===== src/rtl/cec_chk_pkg.sv =====
package cec_chk_pkg;
   typedef enum logic [1:0] {
      ST_IDLE  = 2'd0,
      ST_RX    = 2'd1,
      ST_DRIVE = 2'd2
   } rx_state_t;

   localparam int ERR_EARLY = 0;
   localparam int ERR_LATE  = 1;
   localparam int ERR_OVR   = 2;
   localparam int ERR_WAVE  = 3;
   localparam int NUM_ERR   = 4;

   function automatic int nominal_ticks(input int ticks_per_ms, input int num, input int den);
      return (ticks_per_ms * num) / den;
   endfunction
endpackage


===== src/rtl/cec_bus_sync.sv =====
module cec_bus_sync #(
   parameter int STAGES = 2
) (
   input  logic clk,
   input  logic rst_n,
   input  logic samp_tick,
   input  logic bus_raw,
   output logic fall_o
);
   if (STAGES < 2) begin : g_bad_stages
      $error("cec_bus_sync needs at least two stages");
   end

   logic [STAGES-1:0] chain_q;
   logic              lvl_q;

   for (genvar s = 0; s < STAGES; s++) begin : g_stage
      if (s == 0) begin : g_first
         always_ff @(posedge clk or negedge rst_n)
            if (!rst_n) chain_q[0] <= 1'b1;
            else        chain_q[0] <= bus_raw;
      end else begin : g_next
         always_ff @(posedge clk or negedge rst_n)
            if (!rst_n) chain_q[s] <= 1'b1;
            else        chain_q[s] <= chain_q[s-1];
      end
   end

   always_ff @(posedge clk or negedge rst_n)
      if (!rst_n)         lvl_q <= 1'b1;
      else if (samp_tick) lvl_q <= chain_q[STAGES-1];

   assign fall_o = samp_tick & lvl_q & ~chain_q[STAGES-1];
endmodule


===== src/rtl/cec_period_limits.sv =====
module cec_period_limits #(
   parameter int TICKS_PER_MS = 40,
   parameter bit TRIM_EN      = 1'b1,
   parameter int CW           = 9
) (
   input  logic [2:0]    min_trim,
   input  logic [2:0]    max_trim,
   output logic [CW-1:0] min_lim,
   output logic [CW-1:0] max_lim
);
   import cec_chk_pkg::*;

   localparam int MIN_NOM = nominal_ticks(TICKS_PER_MS, 205, 100);
   localparam int MAX_NOM = nominal_ticks(TICKS_PER_MS, 275, 100);

   if (MIN_NOM < 8 || MAX_NOM + 4 >= (1 << CW)) begin : g_bad_range
      $error("cec_period_limits: bounds do not fit the counter");
   end

   if (TRIM_EN) begin : g_trim
      always_comb begin
         min_lim = CW'(MIN_NOM) + {{(CW-3){min_trim[2]}}, min_trim};
         max_lim = CW'(MAX_NOM) + {{(CW-3){max_trim[2]}}, max_trim};
      end
   end else begin : g_fixed
      logic unused_trim;
      assign unused_trim = ^{min_trim, max_trim};
      assign min_lim = CW'(MIN_NOM);
      assign max_lim = CW'(MAX_NOM);
   end
endmodule


===== src/rtl/cec_rx_period_check.sv =====
module cec_rx_period_check #(
   parameter int TICKS_PER_MS = 40,
   parameter int SYNC_STAGES  = 2,
   parameter bit TRIM_EN      = 1'b1
) (
   input  logic       clk,
   input  logic       rst_n,
   input  logic       samp_tick,
   input  logic       bus_raw,
   input  logic       start_seen,
   input  logic       frame_done,
   input  logic       overrun_evt,
   input  logic       wave_evt,
   input  logic [2:0] cfg_min_trim,
   input  logic [2:0] cfg_max_trim,
   input  logic       cfg_suppress,
   input  logic [3:0] irq_mask,
   input  logic [3:0] stat_clr,
   output logic [3:0] stat_o,
   output logic       irq_o,
   output logic       drive_low_o,
   output logic       frame_abort_o,
   output logic       ack_invert_o,
   output logic       receiving_o
);
   import cec_chk_pkg::*;

   localparam int MAX_NOM  = nominal_ticks(TICKS_PER_MS, 275, 100);
   localparam int LOW_TCKS = nominal_ticks(TICKS_PER_MS, 36, 10);
   localparam int TOP_VAL  = ((LOW_TCKS > MAX_NOM + 3) ? LOW_TCKS : MAX_NOM + 3) + 2;
   localparam int CW       = $clog2(TOP_VAL) + 1;

   if (TICKS_PER_MS < 8) begin : g_bad_rate
      $error("cec_rx_period_check: TICKS_PER_MS too small");
   end

   rx_state_t         state_q;
   logic [CW-1:0]     cnt_q, nxt;
   logic [CW-1:0]     min_lim, max_lim;
   logic              fall;
   logic [NUM_ERR-1:0] stat_q, set_vec;
   logic              abort_q, ack_q;
   logic              in_rx, late_hit, early_hit, quiet, abort;

   cec_bus_sync #(.STAGES(SYNC_STAGES)) u_sync (
      .clk       (clk),
      .rst_n     (rst_n),
      .samp_tick (samp_tick),
      .bus_raw   (bus_raw),
      .fall_o    (fall)
   );

   cec_period_limits #(.TICKS_PER_MS(TICKS_PER_MS), .TRIM_EN(TRIM_EN), .CW(CW)) u_lim (
      .min_trim (cfg_min_trim),
      .max_trim (cfg_max_trim),
      .min_lim  (min_lim),
      .max_lim  (max_lim)
   );

   always_comb begin
      nxt       = cnt_q + 1'b1;
      in_rx     = (state_q == ST_RX);
      late_hit  = in_rx & samp_tick & (nxt > max_lim);
      early_hit = in_rx & samp_tick & ~late_hit & fall & (nxt < min_lim);
      set_vec   = '0;
      set_vec[ERR_EARLY] = early_hit;
      set_vec[ERR_LATE]  = late_hit & ~cfg_suppress;
      set_vec[ERR_OVR]   = in_rx & overrun_evt & ~cfg_suppress;
      set_vec[ERR_WAVE]  = in_rx & wave_evt & ~cfg_suppress;
      abort     = |set_vec;
      quiet     = cfg_suppress & (late_hit | (in_rx & (overrun_evt | wave_evt)));
   end

   always_ff @(posedge clk or negedge rst_n) begin
      if (!rst_n) begin
         state_q <= ST_IDLE;
         cnt_q   <= '0;
         ack_q   <= 1'b0;
      end else begin
         unique case (state_q)
            ST_IDLE: begin
               if (start_seen) begin
                  state_q <= ST_RX;
                  cnt_q   <= '0;
                  ack_q   <= 1'b0;
               end
            end
            ST_RX: begin
               if (early_hit) begin
                  state_q <= ST_DRIVE;
                  cnt_q   <= '0;
               end else if (abort || frame_done) begin
                  state_q <= ST_IDLE;
               end else if (samp_tick) begin
                  cnt_q <= (fall || late_hit) ? '0 : nxt;
               end
               if (quiet && !abort) ack_q <= 1'b1;
            end
            ST_DRIVE: begin
               if (samp_tick) begin
                  if (nxt >= CW'(LOW_TCKS)) begin
                     state_q <= ST_IDLE;
                     cnt_q   <= '0;
                  end else begin
                     cnt_q <= nxt;
                  end
               end
            end
            default: state_q <= ST_IDLE;
         endcase
      end
   end

   always_ff @(posedge clk or negedge rst_n) begin
      if (!rst_n) begin
         stat_q  <= '0;
         abort_q <= 1'b0;
      end else begin
         stat_q  <= (stat_q & ~stat_clr) | set_vec;
         abort_q <= abort;
      end
   end

   assign stat_o        = stat_q;
   assign irq_o         = |(stat_q & irq_mask);
   assign drive_low_o   = (state_q == ST_DRIVE);
   assign receiving_o   = (state_q == ST_RX);
   assign frame_abort_o = abort_q;
   assign ack_invert_o  = ack_q;
endmodule


===== config.mk =====
export PLATFORM = sky130hd
export DESIGN_NAME = cec_rx_period_check
export DESIGN_NICKNAME = d
export VERILOG_FILES = /design/src/rtl/cec_chk_pkg.sv /design/src/rtl/cec_bus_sync.sv /design/src/rtl/cec_period_limits.sv /design/src/rtl/cec_rx_period_check.sv
export SDC_FILE = /design/constraint.sdc
export NUM_CORES = 1
export LEC_CHECK = 0
export BUFFER_PORTS_ARGS = -buffer_cell sky130_fd_sc_hd__buf_4
export CELL_PAD_IN_SITES_DETAIL_PLACEMENT = 1
export CELL_PAD_IN_SITES_GLOBAL_PLACEMENT = 1
export CORE_UTILIZATION = 42
export DETAILED_ROUTE_END_ITERATION = 8
export GPL_TIMING_DRIVEN = 0
export PLACE_DENSITY_LB_ADDON = 0.1
export SYNTH_ARGS = -nofsm -noshare
export SYNTH_HDL_FRONTEND = slang
export SYNTH_SLANG_ARGS = --single-unit

===== constraint.sdc =====
create_clock -name clk -period 4.85 [get_ports clk]
set_clock_uncertainty 0.2 [all_clocks]
set_input_delay 0.7275 -clock clk [delete_from_list [all_inputs] [get_ports clk]]
set_output_delay 0.7275 -clock clk [all_outputs]
set_load 0.005 [all_outputs]

==> metrics.txt, run 1 <==
status finished clean; Post-CTS Repair Setup Buffers 0; # IOs 32; clock-pin slew on the worst setup and hold paths 0.08 ns; GRT overflow 0; Resized cells post-CTS 0; Crit path top cell by count ha_1; first-pass detailed-route iteration total 4; Routed Antenna Nets 0; vias in the first global route roughly 1700; Hold Crit Class in -> async; Clock Power Share 21.9%; post-synthesis net count 222; Fmax slightly above 0.3 GHz; critical path class reg -> reg; root buf cell clkbuf_8; Reg2Reg Launch Point cnt_q[0]$_DFFE_PN0P_; RSZ-0062 raised after global routing false; post-synth top area share approximately a quarter; iteration-0 DRC count of the detailed router 66; commonest non-fill, non-tap cell in the layout buf_4; setup total negative slack 0 ns; fin crit period between 3 and 4 ns; sw power around 0.30 mW; vias between 1500 and 2000; Worst Max-Slew Pin Slew 0.439 ns; critical path peak fanout 10; Cells after Synth 182; worst setup path start cnt_q[0]$_DFFE_PN0P_; CP Capture Type flop; Reg-to-Reg End state_q[0]$_DFFE_PN0P_; CTS Buffer Depth 2; Sink Count 20; hold_buf cts 0; max incr delay on CP 0.58 ns; CP required between 4 and 5 ns; Die Area approximately 4400 µm²; dominant synthesized flop cell dfrtp_1; Post-Syn Area around 1700 µm²; share of layout cells above drive strength 1 31.8%; initial antenna violation count 0; FF-to-FF path depth 10; sequential area share after synthesis approximately 29%; Starting Density between 40% and 50%; Detailed Place HPWL ~3.6 mm; WP data arrival approximately 3.2 ns; #FFs+latches synth 20; die height 66.3 µm; number of library cell types mapped by synthesis 60; Die X between 60 and 70 µm; peak supply drop between 200 and 250 µV; worst setup path endpoint state_q[0]$_DFFE_PN0P_; Reg2Reg Setup Slack ~1.6 ns; Slowest-stage cell, CP dfrtp_1; Pwr per Cell Area around 370 nW/µm²; Layout Nets 258; Power Internal about 0.47 mW; leading area contributor after synthesis dfrtp_1; final slew viol count 0; GR Util All Layers a little under a quarter; input/output buffers 31; largest net degree at the start of global routing 21; core area 3800 µm²; sequential power share slightly below 30%; DR WL/cell approximately 17 µm; DR vias/cell 5.88; area grow syn2layout 21.0%; EDFF count, synth 0; leakage between 0.9 and 1 nW; site row count 22; Diodes inserted 0; first-pass GRT wire length ~7.5 mm; combinational group share of total power 48.4%; Final Setup Violations 0; synthesized area per cell ~9.5 µm²; period utilization 66.8%; most frequent cells in the layout 33 x buf_4, 22 x inv_1, 17 x ha_1, 17 x dfrtp_1; Clock Latency Late Sink 0.26 ns; htree depth 1; switch share ~39%; Synth async-reset ratio between 90% and 100%; nature of the critical path startpoint flop; GP Congestion between 0.7 and 0.8; DRC violations left 0; Syn. warnings 0; total wire length approximately 4.6 mm; Hold Violations, Final 0; tightest slew margin relative to the limit between 70% and 80%; Max Cap Viol 0; CTS Buf Count 3; CP cell instances ha_1, nand3_2, xnor2_1, ha_1, o21ai_0, a21oi_1, o31ai_1, nand2_1, a31oi_1, mux2_1; CTS tree built; Power Total 0.775 mW; ranking of synthesized cells by area dfrtp_1 25%, ha_1 12%, o221ai_2 5.2%
-- kinds of logic after synthesis --
kind of cell             Yosys count  share of synthesized area (%)
adder cells (fa/ha/maj)           17                           12.3
multiplexers                       3                           1.88
XOR/XNOR                           4                           2.02
AND/OR/NAND/NOR                   56                           19.3
flip-flops                        20                           29.1
AO/OA/AOI/OAI                     53                           26.6
buffers and inverters             29                           8.80
-- layout make-up --
class	instances	area, µm²
buffer	7	70.1
clock buffer	3	41.3
clock inverter	1	30.0
fill	446	1700
inverter	22	82.6
multi-input combinational	133	1080
sequential	20	504
tap	48	60.1
timing repair buffer	31	233
-- worst max-delay path: cells and delay by family (launching register included) --
family | cells | cell delay [ns]
muxes | 1 | 0.35
xor gates and xnor gates | 1 | 0.23
and+or+nand+nor | 2 | 0.43
AOI/OAI and AO/OA | 4 | 0.72
DFF | 1 | 0.58
adders and majority gates | 2 | 0.60
-- routing by layer --
metal / global-route usage (%) / share of wire (%) / vias up / wire length [µm]
met4: 6.91 / 1.0 / 0 / 46
met3: 2.93 / 4.5 / 6 / 205
met2: 44.0 / 53 / 38 / 2410
met5: 0 / 0 / - / 0
met1: 25.2 / 42 / 772 / 1910
li1: - / - / 741 / -
-- power by group through the flow --
stage          clock [mW]  combinational, mW  sequential [mW]
6_report            0.170              0.375            0.230
5_1_grt             0.177              0.415            0.234
4_1_cts             0.174              0.383            0.229
3_5_place_dp            0              0.380            0.233
3_3_place_gp            0              0.358            0.229
2_1_floorplan           0              0.252            0.224
-- state kept, by name (all words and copies together), names as in the netlist --
register and count:
ack_invert_o 1, u_sync.lvl_q 1, u_sync.chain_q 2, state_q 2, stat_o 4, frame_abort_o 1
cnt_q 9
-- synth_stat cells, types with 2 or more instances --
cell type	count
a21oi_1	5
a22o_1	2
a22oi_1	2
and3_1	2
and3_2	2
buf_4	2
buf_6	2
clkbuf_8	2
dfrtp_1	17
dfstp_2	3
ha_1	17
inv_1	22
nand2_1	14
nand2b_1	2
nand3_1	4
nand3_2	2
nand4_1	7
nor2_1	6
nor2b_1	4
o2111ai_1	4
o21ai_0	14
o221ai_2	6
o22ai_2	2
xnor2_1	3
-- per-stage QoR --
| stage | setup slack, ns | util, % | cell area [µm²] | cells | hold WS [ns] |
|---|---|---|---|---|---|
| 2_1_floorplan | 1.99 | - | 1730 | 182 | 0.145 |
| 3_3_place_gp | 1.73 | 53.4 | 2030 | 261 | 0.146 |
| 3_5_place_dp | 1.67 | 53.4 | 2030 | 261 | 0.151 |
| 4_1_cts | 1.64 | 55.2 | 2100 | 265 | 0.148 |
| 5_1_grt | 1.37 | 55.2 | 2100 | 265 | 0.154 |
| 6_report | 1.61 | 55.2 | 2100 | 265 | 0.139 |
-- worst min path at each step --
stage,start,to,slack (ns)
after floorplan,u_sync.chain_q[0]$_DFF_PN1_,u_sync.chain_q[1]$_DFF_PN1_,0.15
after global placement,u_sync.chain_q[0]$_DFF_PN1_,u_sync.chain_q[1]$_DFF_PN1_,0.15
after detailed placement,u_sync.chain_q[0]$_DFF_PN1_,u_sync.chain_q[1]$_DFF_PN1_,0.15
after CTS,rst_n,cnt_q[2]$_DFFE_PN0P_,0.15
after global routing,rst_n,ack_invert_o$_DFFE_PN0P_,0.15
final,rst_n,ack_invert_o$_DFFE_PN0P_,0.14
(Power assumes the default switching activity.)
==> run 2: changes to the inputs <==
--- a/config.mk
+++ b/config.mk
@@ -5,10 +5,11 @@
 export SDC_FILE = /design/constraint.sdc
 export NUM_CORES = 1
 export LEC_CHECK = 0
+export ABC_AREA = 1
 export BUFFER_PORTS_ARGS = -buffer_cell sky130_fd_sc_hd__buf_4
 export CELL_PAD_IN_SITES_DETAIL_PLACEMENT = 1
 export CELL_PAD_IN_SITES_GLOBAL_PLACEMENT = 1
-export CORE_UTILIZATION = 42
+export CORE_UTILIZATION = 39
 export DETAILED_ROUTE_END_ITERATION = 8
 export GPL_TIMING_DRIVEN = 0
 export PLACE_DENSITY_LB_ADDON = 0.1
==> constraint.sdc (replaced) <==
create_clock -name clk -period 3 [get_ports clk]
set_clock_uncertainty 0.2 [all_clocks]
set_input_delay 0.45 -clock clk [delete_from_list [all_inputs] [get_ports clk]]
set_output_delay 0.45 -clock clk [all_outputs]
set_load 0.005 [all_outputs]
==> run 2 against run 1 <==
Net effect:
- register-to-register slack worse by 1.4 ns
- sequential share of layout area up 1.1 points
- synthesized cell count is 14% higher
- routed wire length down 13%
- die area shrank 2.8%
- combinational power is 44% higher
- global-route usage fell by 2.0 points
- clock power grew 65%
- sequential power is 51% higher
- design area shrank 4.3%
- clock-buffer cell count unchanged
- core utilization down 1.6 points
- critical path type unchanged
- critical endpoint is now cnt_q[6]$_DFFE_PN0P_
- highest routed layer unchanged
==> metrics.txt, run 2 <==
Fillers between 400 and 500; synthesized area per cell between 7 and 8 µm²; Post-Syn Area around 1600 µm²; Hold Violations, Final 0; EDFF count, synth 0; Slowest-stage cell, CP dfrtp_2; Power Total 1.17 mW; die height approximately 65 µm; sw power 0.469 mW; leakage approximately 1.1 nW; sequential power share 29.8%; vias ~1500; combinational group share of total power about 46%; Post-DP Area roughly 1900 µm²; # IOs 32; switch share around 40%; post-synthesis net count approximately 250; Final Setup Violations 0; root buf cell clkbuf_8; Max Cap Viol 0; total wire length about 4 mm; M3 GR Usage around 2.3%; largest net degree at the start of global routing 21; met2 usage between 30% and 40%; core area approximately 3700 µm²; input/output buffers 31; FF-to-FF path depth 18; Fmax about 0.36 GHz; htree depth 1; Crit path top cell by count nand2_1; fin crit period around 2.8 ns; DRC violations left 0; Sink Count 20; max FFs per register 9; CTS Buf Count 3; GRT overflow 0; CTS Buffer Depth 2; CP Capture Type flop; GP Congestion about 0.75; final slew viol count 0; most frequent cells after synthesis 55 x nand2_1, 30 x inv_1, 19 x nand3_1; most frequent cells in the layout 55 x nand2_1, 38 x buf_4, 30 x inv_1; post-synth top area share between 20 and 30%; number of library cell types mapped by synthesis 31; Power Internal around 0.7 mW; Hold Path Depth 1; fin area about 2000 µm²; Routed Antenna Nets 0; Hold Crit Class in -> reg; met1 usage between 20% and 30%; clock-pin slew on the worst setup and hold paths 0.08 ns; commonest non-fill, non-tap cell in the layout nand2_1; #FFs+latches synth 20; critical path class reg -> reg; Worst Max-Slew Pin Slew roughly 0.48 ns; Clock Power Share between 20% and 30%; critical path peak fanout 10; initial antenna violation count 0; Die X roughly 65 µm; most common cell in the netlist nand2_1; Pwr per Cell Area around 580 nW/µm²; site row count 22; CP required 2.97 ns; Die Area approximately 4300 µm²; period utilization slightly above 90%; first-pass GRT wire length roughly 6.8 mm; DR WL/cell ~13 µm; status finished clean; sequential area share after synthesis 32.2%; Largest Register cnt_q; Layout Nets roughly 290; Synth async-reset ratio 100%; max incr delay on CP roughly 0.45 ns; peak supply drop 271 µV; leading area contributor after synthesis dfrtp_1; area grow syn2layout 28.4%; CP cell instances ha_1, ha_1, a21oi_1, nand2_1, nand3_1, nand2_1, nand2_1, nand2_1, nand2_2, nand2_2, nand2_2, nand2_2, nand2_4, nand4_4, nand2_4, nand2_4, nand2_1, nand2_1; GR Util All Layers 20.7%; Syn. warnings 0; WP data arrival 2.74 ns; vias in the first global route approximately 1500; CTS tree built; RSZ-0062 raised after global routing false; share of layout cells above drive strength 1 about a quarter; nature of the critical path startpoint flop; first-pass detailed-route iteration total 4; dominant synthesized flop cell dfrtp_1; Cells after Synth 207; Detailed Place HPWL 3.10 mm; DR vias/cell around 5; most used routing layer met2; Starting Density a little over two fifths; iteration-0 DRC count of the detailed router 36; Clock Latency Late Sink 0.27 ns; ranking of synthesized cells by area dfrtp_1 27%, ha_1 14%, nand2_1 13%; Fin Hold WS 0.0812 ns; tightest slew margin relative to the limit a little under 70%; Diodes inserted 0
-- run 2: cell count changes after synthesis, sizes merged, moves of 6 or more --
cell | before | now
inv | 22 | 31
o21ai | 15 | 9
nand2 | 14 | 63
o221ai | 6 | 0
a21oi | 5 | 14
nand3 | 6 | 20
-- run 2: metal layers --
metal	wire [µm]	share of wire [%]
met1	1870	47
met5	0	0
met4	51	1.3
met2	1930	48
met3	130	3.3
-- run 2: worst paths after layout --
kind                                                  start  slack [ns]                           to
worst max-delay path                   cnt_q[0]$_DFFE_PN0P_        0.23         cnt_q[6]$_DFFE_PN0P_
worst min-delay path                                bus_raw        0.08  u_sync.chain_q[0]$_DFF_PN1_
worst max register to register         cnt_q[0]$_DFFE_PN0P_        0.23         cnt_q[6]$_DFFE_PN0P_
worst min register to register  u_sync.chain_q[0]$_DFF_PN1_        0.16  u_sync.chain_q[1]$_DFF_PN1_
max in group asynchronous                             rst_n        1.93  u_sync.chain_q[0]$_DFF_PN1_
min in group asynchronous                             rst_n        0.40      frame_abort_o$_DFF_PN0_
-- run 2: what timing repair did --
action                                  CTS  global route
buffers inserted                          1             6
endpoints found under the setup margin   12            12
pin swaps                                 1             1
resized for setup                         2             1
hold buffers                              1             0
cloned                                    0             0
endpoints found under the hold margin    17             0
-- run 2: through the flow --
stage	util [%]	TNS (ns)	std cells	setup slack, ns
floorplan	-	0	207	0.366
global placement	49.6	-1.00	286	-0.127
detailed placement	49.6	-1.74	286	-0.196
CTS	52.2	0	292	0.0717
global route	53.6	0	298	0.00411
finish	53.6	0	298	0.226
-- run 2: area by class of cell --
class / count / area, µm² / area share, %
multi-input combinational: 153 / 947 / 47.2
sequential: 20 / 505 / 25.2
timing repair buffer: 39 / 295 / 14.7
inverter: 31 / 116 / 5.79
tap: 48 / 60.1 / 2.99
clock buffer: 3 / 41.3 / 2.06
clock inverter: 1 / 30.0 / 1.50
buffer: 3 / 12.5 / 0.623
-- run 2: cell families after synthesis --
kind of cell	synth area share (%)
AOI/OAI and AO/OA	8.64
xor gates and xnor gates	3.28
adders and majority gates	13.6
buffers and inverters	8.24
DFF	32.2
and+or+nand+nor	34.0
-- run 2: worst max-delay path: cells and delay by family (launching register included) --
kind | cells | cell delay (ns)
compound gates | 1 | 0.15
flops | 1 | 0.45
fa+ha+maj | 2 | 0.69
simple gates | 15 | 1.19
-- run 2: power by group through the flow --
stage / Clock, mW / Combinational (mW) / Sequential [mW]
floorplan: 0 / 0.330 / 0.349
global placement: 0 / 0.496 / 0.354
detailed placement: 0 / 0.519 / 0.356
CTS: 0.286 / 0.523 / 0.352
global route: 0.294 / 0.609 / 0.354
finish: 0.281 / 0.539 / 0.348
==> run 3: changes to the inputs <==
--- a/config.mk
+++ b/config.mk
@@ -6,7 +6,7 @@
 export NUM_CORES = 1
 export LEC_CHECK = 0
 export ABC_AREA = 1
-export BUFFER_PORTS_ARGS = -buffer_cell sky130_fd_sc_hd__buf_4
+export BUFFER_PORTS_ARGS = -buffer_cell sky130_fd_sc_hd__clkbuf_2
 export CELL_PAD_IN_SITES_DETAIL_PLACEMENT = 1
 export CELL_PAD_IN_SITES_GLOBAL_PLACEMENT = 1
 export CORE_UTILIZATION = 39
==> run 3 against run 2 <==
Net effect:
- clock-buffer cell count is the same
- first-iteration DRC count increased by 83%
- design area down 4.4%
- fmax increased by 0.31%
- die area unchanged
- critical path type unchanged
- power shrank 4.2%
- sequential power about the same
- clock power fell by 3%
- flip-flop and latch count did not move
- critical path depth stayed put
- highest routed layer unchanged
- worst setup slack gained 0.0087 ns
- register-to-register slack about the same
==> metrics.txt, run 3 (synthesized netlist as in run 2, its figures left out) <==
status finished clean; CP Capture Type flop; max incr delay on CP 0.46 ns; dpl cells between 200 and 300; Largest Register cnt_q; setup total negative slack 0 ns; Met3 Wirelength 111 µm; Slowest-stage cell, CP dfrtp_2; final core occ about half; GP Congestion roughly 0.76; core area 3740 µm²; Final Setup Violations 0; RSZ-0062 raised after global routing true; iteration-0 DRC count of the detailed router 66; CP required 2.96 ns; Sink Count 20; FF-to-FF path depth 18; max FFs per register 9; fin crit period between 2 and 3 ns; Fillers about 490; nature of the critical path startpoint flop; CP cell instances ha_1, ha_1, a21oi_1, nand2_1, nand3_1, nand2_1, nand2_1, nand2_1, nand2_2, nand2_2, nand2_2, nand2_2, nand2_4, nand4_4, nand2_4, nand2_4, nand2_1, nand2_1; CTS Buf Count 3; Metal-1 WL 1.81 mm; Die Area ~4300 µm²; critical path class reg -> reg; Clock Latency Late Sink 0.26 ns; Reg-to-Reg End cnt_q[2]$_DFFE_PN0P_; Max Cap Viol 0; Hold Path Origin bus_raw; site row count 22; leakage between 1 and 1.5 nW; first-pass detailed-route iteration total 4; period utilization 92.2%; Hold Violations, Final 0; Fmax 0.362 GHz; Starting Density about two fifths; DR vias/cell 4.94; Hold Crit Class in -> reg; Reg2Reg Setup Slack 0.23 ns; CTS Buffer Depth 2; Detailed Place HPWL between 2 and 3 mm; commonest non-fill, non-tap cell in the layout nand2_1; vias in the first global route around 1500; Hold Path Depth 1; Hold EP u_sync.chain_q[0]$_DFF_PN1_; Worst Max-Slew Pin Slew around 0.54 ns; FF+latch area 505 µm²; clock-pin slew on the worst setup and hold paths ~0.08 ns; total wire length between 3 and 4 mm; multi-input logic area around 950 µm²; DR WL/cell 12.8 µm; area grow syn2layout 22.7%; largest net degree at the start of global routing 21; Crit path top cell by count nand2_1; root buf cell clkbuf_8; Power Total 1.12 mW; final slew viol count 0; peak supply drop 257 µV; initial antenna violation count 0; Routed met2 length approximately 1.8 mm; GR Util All Layers approximately a fifth; top routing layer used met4; # IOs 32; Reg2Reg Launch Point cnt_q[0]$_DFFE_PN0P_; Diodes inserted 0; die height around 65 µm; critical path peak fanout 10; WP data arrival 2.72 ns; most frequent cells in the layout 55 x nand2_1, 32 x clkbuf_2, 30 x inv_1; Pwr per Cell Area just under 600 nW/µm²; input/output buffers 31; Non-Filler Instances just under 300; GRT overflow 0; share of layout cells above drive strength 1 between 20% and 30%; htree depth 1; DRC violations left 0; Die X roughly 65 µm; Layout Nets 289; Routed Antenna Nets 0; first-pass GRT wire length 6.66 mm; CTS tree built; tightest slew margin relative to the limit 63.7%; vias ~1500
[run 3: cell types whose count changed in the layout (fill, tap and decap cells not counted), sizes merged]
| cell | before | now |
|---|---|---|
| clkbuf | 5 | 36 |
| buf | 39 | 6 |
[run 3: metrics by stage]
step                hold WS [ns]  worst slack (ns)  cell area [µm²]
global placement           0.147            -0.132             1780
CTS                       0.0544            0.0866             1880
floorplan                -0.0456             0.366             1560
finish                    0.0597             0.235             1920
global route              0.0551           -0.0208             1920
detailed placement         0.151            -0.160             1780
[run 3: report_power, final]
part | switching (mW) | internal [mW] | leakage, nW
Clock | 0.0950 | 0.178 | 0.0357
Combinational | 0.321 | 0.176 | 0.740
Sequential | 0.0357 | 0.313 | 0.260
[run 3: how the worst max path moves through the flow]
stage | from | endpoint
floorplan | cnt_q[0]$_DFFE_PN0P_ | cnt_q[0]$_DFFE_PN0P_
global placement | cnt_q[0]$_DFFE_PN0P_ | cnt_q[7]$_DFFE_PN0P_
detailed placement | cnt_q[0]$_DFFE_PN0P_ | cnt_q[5]$_DFFE_PN0P_
CTS | cnt_q[0]$_DFFE_PN0P_ | cnt_q[5]$_DFFE_PN0P_
global route | cnt_q[0]$_DFFE_PN0P_ | cnt_q[0]$_DFFE_PN0P_
finish | cnt_q[0]$_DFFE_PN0P_ | cnt_q[2]$_DFFE_PN0P_
[run 3: final cells by class]
| class | count | share of cell area (%) |
|---|---|---|
| multi-input cells | 153 | 49.5 |
| plain buffers | 3 | 0.652 |
| repair buffers | 37 | 10.6 |
| flip-flops and latches | 20 | 26.3 |
| inverters | 31 | 6.06 |
| clock buffers | 3 | 2.15 |
| well taps | 48 | 3.13 |
| clock inverters | 1 | 1.56 |
[run 3: critical path: cells and delay by family, from the launching register on]
| kind | cells | cell delay, ns |
|---|---|---|
| flops | 1 | 0.46 |
| simple gates | 15 | 1.16 |
| fa+ha+maj | 2 | 0.68 |
| compound gates | 1 | 0.16 |
[run 3: what timing repair did]
item | 4_1_cts | 5_1_grt
buffers inserted | 1 | 4
endpoints found under the hold margin | 17 | 0
pin swaps | 1 | 1
hold buffers | 1 | 0
gates resized for setup | 2 | 2
endpoints found under the setup margin | 12 | 12
cloned | 0 | 0
[run 3: layer usage]
| layer | global-route usage (%) | vias to the layer above |
|---|---|---|
| met5 | 0 | - |
| li1 | - | 753 |
| met4 | 5.98 | 0 |
| met1 | 25.9 | 682 |
| met2 | 34.4 | 23 |
| met3 | 3.13 | 5 |
